$ cat src/rtl/slv_irq_pkg.sv
package slv_irq_pkg;
  // width of one slave's status lane
  localparam int LANE_W     = 8;
  // register layout
  localparam int STAT_BASE  = 'h20;
  localparam int REG_STRIDE = 4;
  localparam int EN_OFS     = 'h30;
  localparam int SUM_OFS    = 'h34;

  // byte address of status register r
  function automatic int stat_addr(input int r);
    return STAT_BASE + r * REG_STRIDE;
  endfunction

  // least significant bit of slave sid within the flattened status vector;
  // lanes pack four per 32-bit word, so word*32 + (sid%4)*8 equals sid*8
  function automatic int lane_lsb(input int sid);
    return sid * LANE_W;
  endfunction
endpackage

$ cat src/rtl/irq_lane.sv
module irq_lane #(
  parameter int LANE_W = 8
) (
  input  logic              clk,
  input  logic              rst_n,
  input  logic [LANE_W-1:0] set_vec,
  input  logic [LANE_W-1:0] clr_vec,
  output logic [LANE_W-1:0] lane_q,
  output logic              nz
);
  // clear first, then OR in the new events, so a set beats a clear
  always_ff @(posedge clk or negedge rst_n) begin
    if (!rst_n) lane_q <= '0;
    else        lane_q <= (lane_q & ~clr_vec) | set_vec;
  end

  assign nz = |lane_q;
endmodule

$ cat src/rtl/irq_wr_decode.sv
module irq_wr_decode
  import slv_irq_pkg::*;
#(
  parameter int NUM_REG = 4,
  parameter int DATA_W  = 32,
  parameter int ADDR_W  = 8
) (
  input  logic                      reg_wr,
  input  logic [ADDR_W-1:0]         reg_addr,
  input  logic [DATA_W-1:0]         reg_wdata,
  output logic [NUM_REG*DATA_W-1:0] clr_mask,
  output logic                      en_wr
);
  for (genvar r = 0; r < NUM_REG; r++) begin : g_reg
    logic hit;
    assign hit = reg_wr && (reg_addr == ADDR_W'(stat_addr(r)));
    assign clr_mask[r*DATA_W +: DATA_W] = hit ? reg_wdata : '0;
  end

  assign en_wr = reg_wr && (reg_addr == ADDR_W'(EN_OFS));
endmodule

$ cat src/rtl/irq_rd_mux.sv
module irq_rd_mux
  import slv_irq_pkg::*;
#(
  parameter int NUM_REG = 4,
  parameter int NUM_SLV = 16,
  parameter int DATA_W  = 32,
  parameter int ADDR_W  = 8
) (
  input  logic [ADDR_W-1:0]         reg_addr,
  input  logic [NUM_REG*DATA_W-1:0] status_flat,
  input  logic [NUM_SLV-1:0]        en_q,
  input  logic [NUM_SLV-1:0]        lane_nz,
  output logic [DATA_W-1:0]         reg_rdata
);
  always_comb begin
    reg_rdata = '0;
    for (int r = 0; r < NUM_REG; r++) begin
      if (reg_addr == ADDR_W'(stat_addr(r))) reg_rdata = status_flat[r*DATA_W +: DATA_W];
    end
    if (reg_addr == ADDR_W'(EN_OFS))  reg_rdata = DATA_W'(en_q);
    if (reg_addr == ADDR_W'(SUM_OFS)) reg_rdata = DATA_W'(lane_nz);
  end
endmodule

$ cat src/rtl/slv_irq_agg.sv
module slv_irq_agg
  import slv_irq_pkg::*;
#(
  parameter int NUM_SLV = 16,
  parameter int DATA_W  = 32,
  parameter int ADDR_W  = 8,
  parameter int SID_W   = $clog2(NUM_SLV)
) (
  input  logic              clk,
  input  logic              rst_n,
  input  logic              evt_valid,
  input  logic [SID_W-1:0]  evt_sid,
  input  logic [LANE_W-1:0] evt_vec,
  input  logic              reg_wr,
  input  logic [ADDR_W-1:0] reg_addr,
  input  logic [DATA_W-1:0] reg_wdata,
  output logic [DATA_W-1:0] reg_rdata,
  output logic              irq_out
);
  localparam int LANES_PER_REG = DATA_W / LANE_W;
  localparam int NUM_REG       = NUM_SLV / LANES_PER_REG;
  localparam int FLAT_W        = NUM_SLV * LANE_W;

  // named internal events, observed by the checker
  logic [FLAT_W-1:0]  status_flat;
  logic [FLAT_W-1:0]  set_mask_w;
  logic [FLAT_W-1:0]  clr_mask_w;
  logic [NUM_SLV-1:0] lane_nz_w;
  logic [NUM_SLV-1:0] en_q;
  logic               en_wr;

  irq_wr_decode #(
    .NUM_REG (NUM_REG),
    .DATA_W  (DATA_W),
    .ADDR_W  (ADDR_W)
  ) u_wr (
    .reg_wr    (reg_wr),
    .reg_addr  (reg_addr),
    .reg_wdata (reg_wdata),
    .clr_mask  (clr_mask_w),
    .en_wr     (en_wr)
  );

  for (genvar n = 0; n < NUM_SLV; n++) begin : g_slv
    assign set_mask_w[lane_lsb(n) +: LANE_W] =
      (evt_valid && (evt_sid == SID_W'(n))) ? evt_vec : '0;

    irq_lane #(.LANE_W(LANE_W)) u_lane (
      .clk     (clk),
      .rst_n   (rst_n),
      .set_vec (set_mask_w[lane_lsb(n) +: LANE_W]),
      .clr_vec (clr_mask_w[lane_lsb(n) +: LANE_W]),
      .lane_q  (status_flat[lane_lsb(n) +: LANE_W]),
      .nz      (lane_nz_w[n])
    );
  end

  always_ff @(posedge clk or negedge rst_n) begin
    if (!rst_n)     en_q <= '0;
    else if (en_wr) en_q <= reg_wdata[NUM_SLV-1:0];
  end

  irq_rd_mux #(
    .NUM_REG (NUM_REG),
    .NUM_SLV (NUM_SLV),
    .DATA_W  (DATA_W),
    .ADDR_W  (ADDR_W)
  ) u_rd (
    .reg_addr    (reg_addr),
    .status_flat (status_flat),
    .en_q        (en_q),
    .lane_nz     (lane_nz_w),
    .reg_rdata   (reg_rdata)
  );

  assign irq_out = |(lane_nz_w & en_q);
endmodule

$ cat config.mk
export PLATFORM = sky130hd
export DESIGN_NAME = slv_irq_agg
export DESIGN_NICKNAME = d
export VERILOG_FILES = /design/src/rtl/slv_irq_pkg.sv /design/src/rtl/irq_lane.sv /design/src/rtl/irq_wr_decode.sv /design/src/rtl/irq_rd_mux.sv /design/src/rtl/slv_irq_agg.sv
export SDC_FILE = /design/constraint.sdc
export NUM_CORES = 1
export LEC_CHECK = 0
export BUFFER_PORTS_ARGS = -buffer_cell sky130_fd_sc_hd__buf_4
export CORE_UTILIZATION = 40
export DETAILED_ROUTE_END_ITERATION = 8
export PLACE_DENSITY = 0.58
export SLEW_MARGIN = 20
export SYNTH_ARGS = -nofsm -noshare
export SYNTH_HDL_FRONTEND = slang
export SYNTH_SLANG_ARGS = --single-unit
$ cat constraint.sdc
create_clock -name clk -period 2.35 [get_ports clk]
set_input_delay 0.235 -clock clk [delete_from_list [all_inputs] [get_ports clk]]
set_output_delay 0.235 -clock clk [all_outputs]
set_load 0.01 [all_outputs]
# [Word-level counts from Yosys, hierarchy flattened]
# Cells that the tools add are included.
[totals] output_inout_bits=33 word_cells=152 ff_bits=144 inputBits=56
[classes] n_eq_ne=21 bitwise=49 reduce_logical=39 mux=26
[op_table] operator="two-way mux 32 bit" count=10
[op_table] operator="AND 8 bit" count=16
[op_table] operator="two-way mux 8 bit" count=16
[op_table] operator="NOT 8 bit" count=16
[op_table] operator="OR 8 bit" count=16
[op_table] operator="OR reduction 8 bit" count=16
[op_table] operator="equality test 8 x 6 -> 1 bit (second input constant)" count=6
[op_table] operator="equality test 4 bit (second input constant)" count=8
[op_table] operator="logical AND 1 bit" count=21
[op_table] operator="AND 16 bit" count=1
[op_table] operator="equality test 4 x 3 -> 1 bit (second input constant)" count=4
[op_table] operator="OR reduction 16 bit" count=1
[op_table] operator="equality test 4 x 2 -> 1 bit (second input constant)" count=2
[op_table] operator="equality test 4 x 1 -> 1 bit (second input constant)" count=1
[op_table] operator="zero test 4 bit" count=1

# [Depth between registers and ports, before layout]
# Gate-level depths: netlist of the first run.
[depth] ltp_word=7 depth_mapped=7 ltp_nobuf=4

# [By module]
# A second synthesis of the first run with hierarchy kept.
[hier_totals] cells_unflattened=963 hier_area_um2=10116.0
[by_module_without_submodules] module="irq_lane" seq_area_each_um2=200.2 area_each_um2=307.8 instances=16 cells_each=27
[by_module_without_submodules] module="irq_wr_decode" seq_area_each_um2=0.0 area_each_um2=2084.5 instances=1 cells_each=208
[by_module_without_submodules] module="slv_irq_agg" seq_area_each_um2=400.4 area_each_um2=1811.7 instances=1 cells_each=208
[by_module_without_submodules] module="irq_rd_mux" seq_area_each_um2=0.0 area_each_um2=1295.0 instances=1 cells_each=115

# [Least setup slack after synthesis of the first run]
# No wires, ideal clock.
[synth_timing] path_kind="input -> output" start="in reg_addr[3]" end="out reg_rdata[0]" n_path_buf=3 slack_ns=0.393 required_time_ns=2.115 cell_stages=7 arrival_time_ns=1.722 path_cell_list="buf_6 > or4_4 > buf_6 > nor3_4 > buf_6 > a22oi_1 > a22oi_1"
[synth_between] elab_chain_len=7 word_cells_on_any_way=12 cone_classes="6 x eq/ne; 6 x mux"
[synth_rtl] item="start, declared" line_no="slv_irq_agg.sv:15" text="input logic [ADDR_W-1:0] reg_addr,"
[synth_rtl] item="equality test 8 x 6 -> 1 bit" line_no="irq_rd_mux.sv:18" text="if (reg_addr == ADDR_W'(stat_addr(r))) reg_rdata = status_flat[r*DATA_W +: DATA_W];"
[synth_rtl] item="two-way mux 32 bit (4 in series)" line_no="irq_rd_mux.sv:18"
[synth_rtl] item="two-way mux 32 bit" line_no="irq_rd_mux.sv:20" text="if (reg_addr == ADDR_W'(EN_OFS)) reg_rdata = DATA_W'(en_q);"
[synth_rtl] item="two-way mux 32 bit *" line_no="irq_rd_mux.sv:21" text="if (reg_addr == ADDR_W'(SUM_OFS)) reg_rdata = DATA_W'(lane_nz);"
[synth_rtl] item="end, declared" line_no="slv_irq_agg.sv:17" text="output logic [DATA_W-1:0] reg_rdata,"
# Mark *: on every way between the ends. The rest lies on a longest branch, timed or not.

# [Worst setup path in the final report of the first run]
[layout_timing] start="reg g_slv[5].u_lane.lane_q[7]" end="out irq_out"
[layout_between] elab_chain_len=3
[layout_rtl] item="start, declared" line_no="irq_lane.sv:8" text="output logic [LANE_W-1:0] lane_q,"
[layout_rtl] item="start signal, assigned" line_no="irq_lane.sv:14" text="else lane_q <= (lane_q & ~clr_vec) | set_vec;"
[layout_rtl] item="OR reduction 8 bit" line_no="irq_lane.sv:17" text="assign nz = |lane_q;"
[layout_rtl] item="AND 16 bit" line_no="slv_irq_agg.sv:76" text="assign irq_out = |(lane_nz_w & en_q);"
[layout_rtl] item="OR reduction 16 bit" line_no="slv_irq_agg.sv:76"
[layout_rtl] item="end, declared" line_no="slv_irq_agg.sv:18" text="output logic irq_out"
# No other way between the ends.

==> results of run 1 <==
==> final timing paths <==
| path | end | cells after the start | slack, ns | from |
|---|---|---|---|---|
| setup / recovery | irq_out | 5 | -0.08 | g_slv[5].u_lane.lane_q[7]$_DFF_PN0_ |
| hold / removal | en_q[13]$_DFFE_PN0P_ | 2 | 0.07 | reg_wdata[13] |
| setup reg to reg | en_q[12]$_DFFE_PN0P_ | 1 | 1.47 | en_q[12]$_DFFE_PN0P_ |
| hold reg to reg | en_q[7]$_DFFE_PN0P_ | 1 | 0.53 | en_q[7]$_DFFE_PN0P_ |
| max in group asynchronous | g_slv[5].u_lane.lane_q[1]$_DFF_PN0_ | 3 | 1.20 | rst_n |
| min in group asynchronous | g_slv[2].u_lane.lane_q[3]$_DFF_PN0_ | 2 | 0.36 | rst_n |
==> stage by stage <==
step / hold WS [ns] / TNS [ns] / utilization / instance area, µm² / setup slack, ns
after CTS: 0.06774 / -0.1036 / 0.5250 / 9560 / -0.1036
after floorplan: -0.06059 / 0 / - / 7546 / 0.3931
after detailed placement: 0.2684 / -0.01650 / 0.4717 / 8589 / -0.01650
after global placement: 0.2594 / -0.07877 / 0.4717 / 8589 / -0.07877
final: 0.07395 / -0.07660 / 0.5332 / 9708 / -0.07660
after global routing: 0.06736 / -0.1344 / 0.5332 / 9708 / -0.1344
==> power breakdown <==
part,total [µW],switching [µW],internal [µW]
Combinational,1360,554,805
Sequential,3610,612,3000
Clock,3230,1050,2180
Total,8200,2220,5990
==> state kept, by name, summed over array words and instances, names as in the netlist <==
| name | flops |
|---|---|
| g_slv.u_lane.lane_q | 128 |
| en_q | 16 |
==> cell type report <==
cell class / instances / area, µm²
Inverter: 16 / 60.06
Timing Repair Buffer: 139 / 1112
Clock buffer: 22 / 474.2
Tap cell: 229 / 286.5
Multi-Input combinational cell: 508 / 3941
Clock inverter: 10 / 229.0
Sequential cell: 144 / 3605
Fill cell: 1598 / 8501
==> kinds of logic after synthesis <==
logic type,share of synthesized area
flops,0.4775
compound gates,0.2222
simple gates,0.1597
buf+inv,0.04510
mux,0.09551
==> metal layers <==
metal | part of all wire | wire length (µm) | up-vias
met5 | 0 | 0 | -
met4 | 0.023 | 597 | 0
met3 | 0.095 | 2506 | 47
met2 | 0.46 | 12090 | 400
met1 | 0.42 | 11220 | 3404
li1 | - | - | 2926
==> Yosys cell counts (2+ instances only) <==
| cell | number | area [µm²] |
|---|---|---|
| a22oi_1 | 32 | 240.2 |
| nand2b_1 | 4 | 25.02 |
| a2111oi_0 | 4 | 35.03 |
| nor3_4 | 3 | 48.80 |
| nor2b_1 | 18 | 112.6 |
| nor2_1 | 13 | 48.80 |
| inv_1 | 16 | 60.06 |
| mux2_1 | 10 | 112.6 |
| a21boi_0 | 12 | 90.09 |
| mux2_2 | 22 | 247.7 |
| nand2_1 | 146 | 548.0 |
| buf_2 | 11 | 55.05 |
| nor4_2 | 2 | 25.02 |
| o22ai_1 | 16 | 100.1 |
| a22o_1 | 128 | 1121 |
| nor3_1 | 20 | 100.1 |
| nand3_1 | 2 | 10.01 |
| dfrtp_1 | 144 | 3603 |
| o21ai_0 | 16 | 80.08 |
| buf_6 | 10 | 112.6 |
| nor4_1 | 32 | 200.2 |
| nand3b_1 | 2 | 15.01 |
| clkbuf_1 | 19 | 71.32 |
| mux4_2 | 16 | 360.4 |
| buf_1 | 11 | 41.29 |
==> cell usage in the layout (no fill, tap or decap), types with 3 or more instances in the layout <==
cell type,n
nand2_1,146
dfrtp_1,143
buf_4,132
a22o_1,128
a22oi_1,32
mux2_2,22
nor3_1,20
nor4_2,19
nor2b_1,18
clkbuf_16,17
o22ai_1,16
inv_1,16
o21ai_0,16
mux4_2,16
nor2_1,13
nor4_4,11
mux2_1,10
bufinv_16,7
a21boi_2,5
buf_12,5
nand2b_1,4
nor4_1,4
nor3_4,3
a21boi_1,3
a21boi_0,3
a2111oi_2,3
clkbuf_8,3
==> what timing repair did <==
item,CTS,global route
hold buffers,1,0
resized for setup,43,20
buffers inserted,6,6
pin swaps,12,14
setup endpoints to repair,2,2
endpoints found under the hold margin,58,0
==> metrics.yaml, run 1 <==
worst_setup_path:
  cpPeakStageDelay_ns: 0.42
  cp.arrival_ns: 2.19
  cpMaxStageDelayCell: "dfrtp_1"
  path_delay_family: "simple AND/OR/NAND/NOR gates"
  cp_num_buf_inv: 1
  cp_max_fo: 3
  crit_type: "reg -> out"
  cp_cell_sequence: "nor4_4 > a21boi_2 > a2111oi_2 > nand4_1 > buf_4"
  cp-end-kind: "primary output"
  crit_required_ns: 2.12
  cp-start-kind: "register"
timing:
  fin_skew_ns: 0
  report.final.slew_viol_count: 0
  worst_slack_ns: -0.07660
  finalCritPeriodShare: 1.033
  setup_viol: 1
  fmax_mhz: 412.1
  slew_headroom: 0.3005
  rsz0062_at_grt: "true"
  worst_slew_pin_slew_ns: 1.041
  min_period_ns: 2.427
  finalHoldViolCount: 0
place:
  place_congestion: 0.9067
  post-dp-hpwl_um: 17900
  port_buffers: 88
  post-place-cells: 1024
clocking:
  clk_pin_slew_ns: 0.06
  clock_latency_ns: 0.42
  cts_tree: "done"
  cts-root-buf: "clkbuf_16"
  clk_path_buf_depth: 2
  cts_sinks: 144
  ctsHtreeMaxLevel: 4
  cts_made_buffers: 17
logic_synthesis:
  synth.distinct_cells: 35
  syn_area_per_cell_um2: 10.50
  synth_cells: 719
  ys_ff_latch: 144
  syn_area_mm2: 0.007546
  syn_nets: 775
  ys_seq_area_frac: 0.4775
  synth_edf_count: 0
  synth_flop_cell: "dfrtp_1"
  synthArstFlopShare: 1.000
  ys_warn_count: 0
global_route:
  grt_usage: 0.2784
  grt_max_degree: 63
  grt_use_met3: 0.06297
  antenna_found_initial: 0
  grt_use_met1: 0.3867
  use_met2: 0.4255
  top_usage_layer: "met2"
  grt_pass1_vias: 6758
  grt_pass1_wl_um: 40390
  grt-ovfl-total: 0
layout:
  drive_above_1_share: 0.3027
  antennaDiodeCount: 0
  instances_no_fill: 1068
  final_net_count: 882
  area_delta_synth_final_pct: 28.65
drt:
  drt_iter0_markers: 785
  wl_per_cell_um: 24.73
  remaining_drc_errors: 0
  drt-total-wl_um: 26420
  first_pass_iters: 5
  postRouteAntennaNets: 0
  avgViaCountPerCell: 6.346
  num_vias: 6777
floorplanning:
  die_h_um: 139.4
  die_w_um: 139.4
  top_level_ports: 89
  core_area_mm2: 0.01821
  rows: 49
  design.die.area_mm2: 0.01942
  initial_core_util: 0.4144
run_status:
  violations: "setup timing"
  status: "finished, violations left"
power_and_ir_drop:
  power.leakage_uw: 0.004292
  p_per_area_mw_per_mm2: 845.0
  finalPower_uw: 8204
  ir_drop_mv: 0.5118
run:
  drv_cap: 0
min_path:
  min_path_type: "in -> reg"
Power figures use the tool's default switching activity.
==> inputs of run 2 (changes only) <==
--- a/config.mk
+++ b/config.mk
@@ -5,10 +5,12 @@
 export SDC_FILE = /design/constraint.sdc
 export NUM_CORES = 1
 export LEC_CHECK = 0
-export BUFFER_PORTS_ARGS = -buffer_cell sky130_fd_sc_hd__buf_4
+export CELL_PAD_IN_SITES_DETAIL_PLACEMENT = 1
+export CELL_PAD_IN_SITES_GLOBAL_PLACEMENT = 1
 export CORE_UTILIZATION = 40
 export DETAILED_ROUTE_END_ITERATION = 8
-export PLACE_DENSITY = 0.58
+export DONT_BUFFER_PORTS = 1
+export PLACE_DENSITY = 0.66
 export SLEW_MARGIN = 20
 export SYNTH_ARGS = -nofsm -noshare
 export SYNTH_HDL_FRONTEND = slang
==> constraint.sdc (replaced) <==
create_clock -name clk -period 2.35 [get_ports clk]
set_input_delay 0.47 -clock clk [delete_from_list [all_inputs] [get_ports clk]]
set_output_delay 0.47 -clock clk [all_outputs]
set_load 0.01 [all_outputs]
==> metrics.yaml, run 2 (same netlist as run 1, synthesis figures left out) <==
worst_setup_path:
  cp-start-kind: "register"
  cpMaxStageDelayCell: "dfrtp_1"
  path_delay_family: "simple AND/OR/NAND/NOR gates"
  cpPeakStageDelay_ns: 0.42
  cp.arrival_ns: 2.21
  cp_num_buf_inv: 2
  crit_type: "reg -> out"
  cp-end-kind: "primary output"
  cp_cell_sequence: "nor4_2 > buf_4 > a21boi_4 > a2111oi_4 > nand4_1 > buf_4"
  cp_max_fo: 3
  crit_top_cell: "buf_4"
  crit_required_ns: 1.88
place:
  post-place-cells: 991
  place_congestion: 0.8439
  port_buffers: 0
  post-dp-hpwl_um: 18730
clocking:
  cts_sinks: 144
  clk_pin_slew_ns: 0.07
  clk_path_buf_depth: 2
  cts_tree: "done"
  cts_made_buffers: 17
  cts-root-buf: "clkbuf_16"
  clock_latency_ns: 0.43
  ctsHtreeMaxLevel: 4
floorplanning:
  die_h_um: 139.4
  initial_core_util: 0.4144
  top_level_ports: 89
  design.die.area_mm2: 0.01942
  die_w_um: 139.4
  core_area_mm2: 0.01821
  rows: 49
layout:
  largest_reg_flops: 128
  area_delta_synth_final_pct: 25.77
  reg_top3: "g_slv.u_lane.lane_q: 128 flops, en_q: 16 flops"
  layout_commonest_cell: "nand2_1"
  largest-register: "g_slv.u_lane.lane_q"
  fill_cells: 1931
  drive_above_1_share: 0.2980
  antennaDiodeCount: 0
  instances_no_fill: 1031
  final_net_count: 845
  postLayoutCoreUtil: 0.5212
  final_cell_mix: "nand2_1 (145), dfrtp_1 (144), a22o_1 (128)"
global_route:
  grt_usage: 0.3090
  grt_pass1_wl_um: 44790
  antenna_found_initial: 0
  grt-ovfl-total: 0
  grt_max_degree: 145
  grt_pass1_vias: 7264
drt:
  num_vias: 6679
  first_pass_iters: 5
  avgViaCountPerCell: 6.478
  postRouteAntennaNets: 0
  wl_per_cell_um: 27.97
  wl_met3_um: 1773
  top_layer: "met4"
  remaining_drc_errors: 0
  drt_iter0_markers: 605
  drt-total-wl_um: 28840
  wirelength_met1_um: 12150
  wl_met2_um: 14080
power_and_ir_drop:
  power.leakage_uw: 0.004075
  p_per_area_mw_per_mm2: 797.1
  ir_drop_mv: 0.4780
timing:
  finalHoldViolCount: 144
  holdWs_ns: -0.2629
  finalCritPeriodShare: 1.140
  fin_skew_ns: 0
  worst_slack_ns: -0.3294
  rsz0062_at_grt: "true"
  worst_slew_pin_slew_ns: 0.8057
  setup_tns_ns: -0.7352
  report.final.slew_viol_count: 0
  min_period_ns: 2.679
  fmax_mhz: 373.2
  slew_headroom: 0.4609
  setup_viol: 12
run:
  drv_cap: 0
run_status:
  status: "finished, violations left"
  violations: "hold timing, setup timing"
min_path:
  min_path_type: "in -> async"
[run 2: cell types whose count changed in the layout (fill, tap and decap cells not counted), sizes merged]
cell and delta:
clkinv +3, clkbuf -2, buf -37, bufinv -5
dlygate4sd3 -1, clkinvlp +5
[run 2: per-stage QoR]
stage / power (µW) / setup slack (ns) / instance area, µm²
global route: 7843 / -0.4144 / 9490
CTS: 7524 / -0.3411 / 9274
finish: 7564 / -0.3294 / 9490
global placement: 4564 / -0.1689 / 8438
detailed placement: 4641 / -0.1890 / 8438
floorplan: 4144 / 0.01345 / 7600
[run 2: layout make-up]
class | count | area (µm²) | area share
multi-input combinational | 508 | 4034 | 0.4250
sequential | 144 | 3603 | 0.3797
timing repair buffer | 102 | 914.6 | 0.09637
clock buffer | 19 | 452.9 | 0.04773
tap | 229 | 286.5 | 0.03019
clock inverter | 13 | 138.9 | 0.01463
inverter | 16 | 60.06 | 0.006328
[run 2: path summary, 6_finish.rpt]
check                                                         start                                    to  slack (ns)  cells after the start
worst max-delay path            g_slv[9].u_lane.lane_q[3]$_DFF_PN0_                               irq_out       -0.33                      6
min in group clk                                      reg_wdata[12]                  en_q[12]$_DFFE_PN0P_        0.17                      1
worst min register to register                 en_q[14]$_DFFE_PN0P_                  en_q[14]$_DFFE_PN0P_        0.54                      1
worst min-delay path                                          rst_n   g_slv[2].u_lane.lane_q[4]$_DFF_PN0_       -0.26                      0
worst max register to register  g_slv[7].u_lane.lane_q[7]$_DFF_PN0_   g_slv[7].u_lane.lane_q[7]$_DFF_PN0_        1.46                      2
max in group asynchronous                                     rst_n  g_slv[12].u_lane.lane_q[7]$_DFF_PN0_        2.40                      0
[run 2: timing repair]
| action | CTS | global route |
|---|---|---|
| endpoints found under the hold margin | 144 | 144 |
| pin swaps | 11 | 20 |
| setup endpoints to repair | 9 | 12 |
| buffers inserted | 3 | 5 |
| cloned | 0 | 1 |
| resized for setup | 46 | 28 |
[run 2: layer usage]
| layer | vias up | global-route usage |
|---|---|---|
| li1 | 2842 | - |
| met1 | 3544 | 0.3972 |
| met2 | 237 | 0.5044 |
| met3 | 56 | 0.07364 |
| met4 | 0 | 0.1187 |
| met5 | - | 0 |
[run 2: report_power, final]
| group | switching [µW] | leakage [µW] | internal [µW] |
|---|---|---|---|
| Clock | 1130 | 0.000277 | 1620 |
| Combinational | 419 | 0.00211 | 821 |
| Sequential | 573 | 0.00169 | 3000 |
==> inputs of run 3 (changes only) <==
--- a/config.mk
+++ b/config.mk
@@ -7,10 +7,11 @@
 export LEC_CHECK = 0
 export CELL_PAD_IN_SITES_DETAIL_PLACEMENT = 1
 export CELL_PAD_IN_SITES_GLOBAL_PLACEMENT = 1
-export CORE_UTILIZATION = 40
+export CORE_UTILIZATION = 46
+export CTS_CLUSTER_DIAMETER = 50
 export DETAILED_ROUTE_END_ITERATION = 8
 export DONT_BUFFER_PORTS = 1
-export PLACE_DENSITY = 0.66
+export PLACE_DENSITY = 0.74
 export SLEW_MARGIN = 20
 export SYNTH_ARGS = -nofsm -noshare
 export SYNTH_HDL_FRONTEND = slang
==> metrics.yaml, run 3 (same netlist as run 1, synthesis figures left out) <==
worst_setup_path:
  r2r-start: "en_q[9]$_DFFE_PN0P_"
  cp-end-kind: "primary output"
  crit_required_ns: 1.88
  r2r_setup_slack_ns: 1.47
  cp-start-kind: "register"
  cp.arrival_ns: 2.33
  crit_type: "reg -> out"
  r2r_end: "en_q[9]$_DFFE_PN0P_"
  cp_max_fo: 3
  r2r_cells: 1
floorplanning:
  die_w_um: 130.1
  top_level_ports: 89
  rows: 46
  design.die.area_mm2: 0.01692
  core_area_mm2: 0.01594
  die_h_um: 130.1
  initial_core_util: 0.4733
place:
  post-dp-hpwl_um: 18060
  placed_cell_area_mm2: 0.008312
  port_buffers: 0
  place_congestion: 0.8281
  post-place-cells: 965
global_route:
  antenna_found_initial: 0
  grt_pass1_wl_um: 43930
  grt_usage: 0.3588
  grt-ovfl-total: 0
  grt_max_degree: 145
  grt_pass1_vias: 7439
clocking:
  cts_made_buffers: 17
  ctsHtreeMaxLevel: 4
  clk_pin_slew_ns: 0.06
  cts_tree: "done"
  clk_path_buf_depth: 2
  cts-root-buf: "clkbuf_16"
  cts_sinks: 144
  clock_latency_ns: 0.43
timing:
  setup_viol: 13
  slew_headroom: 0.3222
  min_period_ns: 2.796
  worst_slew_pin_slew_ns: 1.009
  finalCritPeriodShare: 1.190
  finalHoldViolCount: 144
  rsz0062_at_grt: "true"
  report.final.slew_viol_count: 0
  holdWs_ns: -0.2765
  fmax_mhz: 357.7
  worst_slack_ns: -0.4459
  fin_skew_ns: 0
layout:
  instances_no_fill: 1008
  final_cell_mix: "nand2_1 (145), dfrtp_1 (139), a22o_1 (128)"
  fill_cells: 1697
  final_net_count: 837
  drive_above_1_share: 0.2904
  largest_reg_flops: 128
  reg_top3: "g_slv.u_lane.lane_q: 128 flops, en_q: 16 flops"
  area_delta_synth_final_pct: 24.46
  largest-register: "g_slv.u_lane.lane_q"
  antennaDiodeCount: 0
  layout_commonest_cell: "nand2_1"
  final_area_mm2: 0.009392
drt:
  postRouteAntennaNets: 0
  first_pass_iters: 7
  num_vias: 6910
  avgViaCountPerCell: 6.855
  drt-total-wl_um: 29220
  wl_per_cell_um: 28.98
  drt_iter0_markers: 648
  remaining_drc_errors: 0
run_status:
  violations: "hold timing, setup timing"
  status: "finished, violations left"
power_and_ir_drop:
  ir_drop_mv: 0.5678
  power.leakage_uw: 0.004029
  finalPower_uw: 7579
  p_per_area_mw_per_mm2: 807.0
min_path:
  min_path_type: "in -> async"
run:
  drv_cap: 0
-- run 3: report_power, final --
| part | switching (µW) | leakage [µW] | internal (µW) |
|---|---|---|---|
| Sequential | 625 | 0.00168 | 3010 |
| Clock | 1050 | 0.000282 | 1620 |
| Combinational | 441 | 0.00206 | 834 |
| Total | 2120 | 0.00403 | 5460 |
-- run 3: layer usage --
layer,track usage,part of all wire
met1,0.4425,0.40
met2,0.5779,0.49
met3,0.1021,0.072
met4,0.1778,0.037
met5,0,0
-- run 3: worst max-delay path by stage --
stage                        end  cells after the start  slack [ns]                                start
floorplan           reg_rdata[0]                      7        0.01                          reg_addr[3]
global placement         irq_out                      6       -0.09  g_slv[2].u_lane.lane_q[2]$_DFF_PN0_
detailed placement       irq_out                      6       -0.10  g_slv[2].u_lane.lane_q[2]$_DFF_PN0_
CTS                      irq_out                      6       -0.32  g_slv[2].u_lane.lane_q[3]$_DFF_PN0_
global route             irq_out                      6       -0.46  g_slv[2].u_lane.lane_q[6]$_DFF_PN0_
finish                   irq_out                      6       -0.45  g_slv[2].u_lane.lane_q[6]$_DFF_PN0_
-- run 3: metrics by stage --
step | TNS [ns] | hold slack, ns | util | setup WS, ns
after floorplan | 0 | 0.1744 | - | 0.01345
after global placement | -0.08645 | 0.1792 | 0.5213 | -0.08645
after detailed placement | -0.1097 | 0.1780 | 0.5213 | -0.1021
after CTS | -0.6257 | -0.2839 | 0.5713 | -0.3197
after global routing | -1.392 | -0.2936 | 0.5891 | -0.4562
final | -0.8132 | -0.2765 | 0.5891 | -0.4459
-- run 3: area by class of cell --
cell class | instances | area, µm² | share of cell area
flip-flops and latches | 144 | 3610 | 0.3844
multi-input cells | 508 | 4050 | 0.4313
clock inverters | 7 | 85.08 | 0.009059
well taps | 216 | 270.3 | 0.02878
clock buffers | 23 | 478.0 | 0.05089
repair buffers | 94 | 838.3 | 0.08926
inverters | 16 | 60.06 | 0.006395
-- run 3: what timing repair did --
item | 4_1_cts | 5_1_grt
resized for setup | 40 | 39
hold endpoints to repair | 144 | 144
endpoints found under the setup margin | 6 | 16
buffers inserted | 5 | 8
pin swaps | 13 | 28
-- run 3: critical path: stages (launching register included) --
cell and delay (ns):
dfrtp_2 0.44, nor4_4 0.36, buf_4 0.23, a21boi_2 0.10
a2111oi_4 0.37, nand4_1 0.20, buf_4 0.19
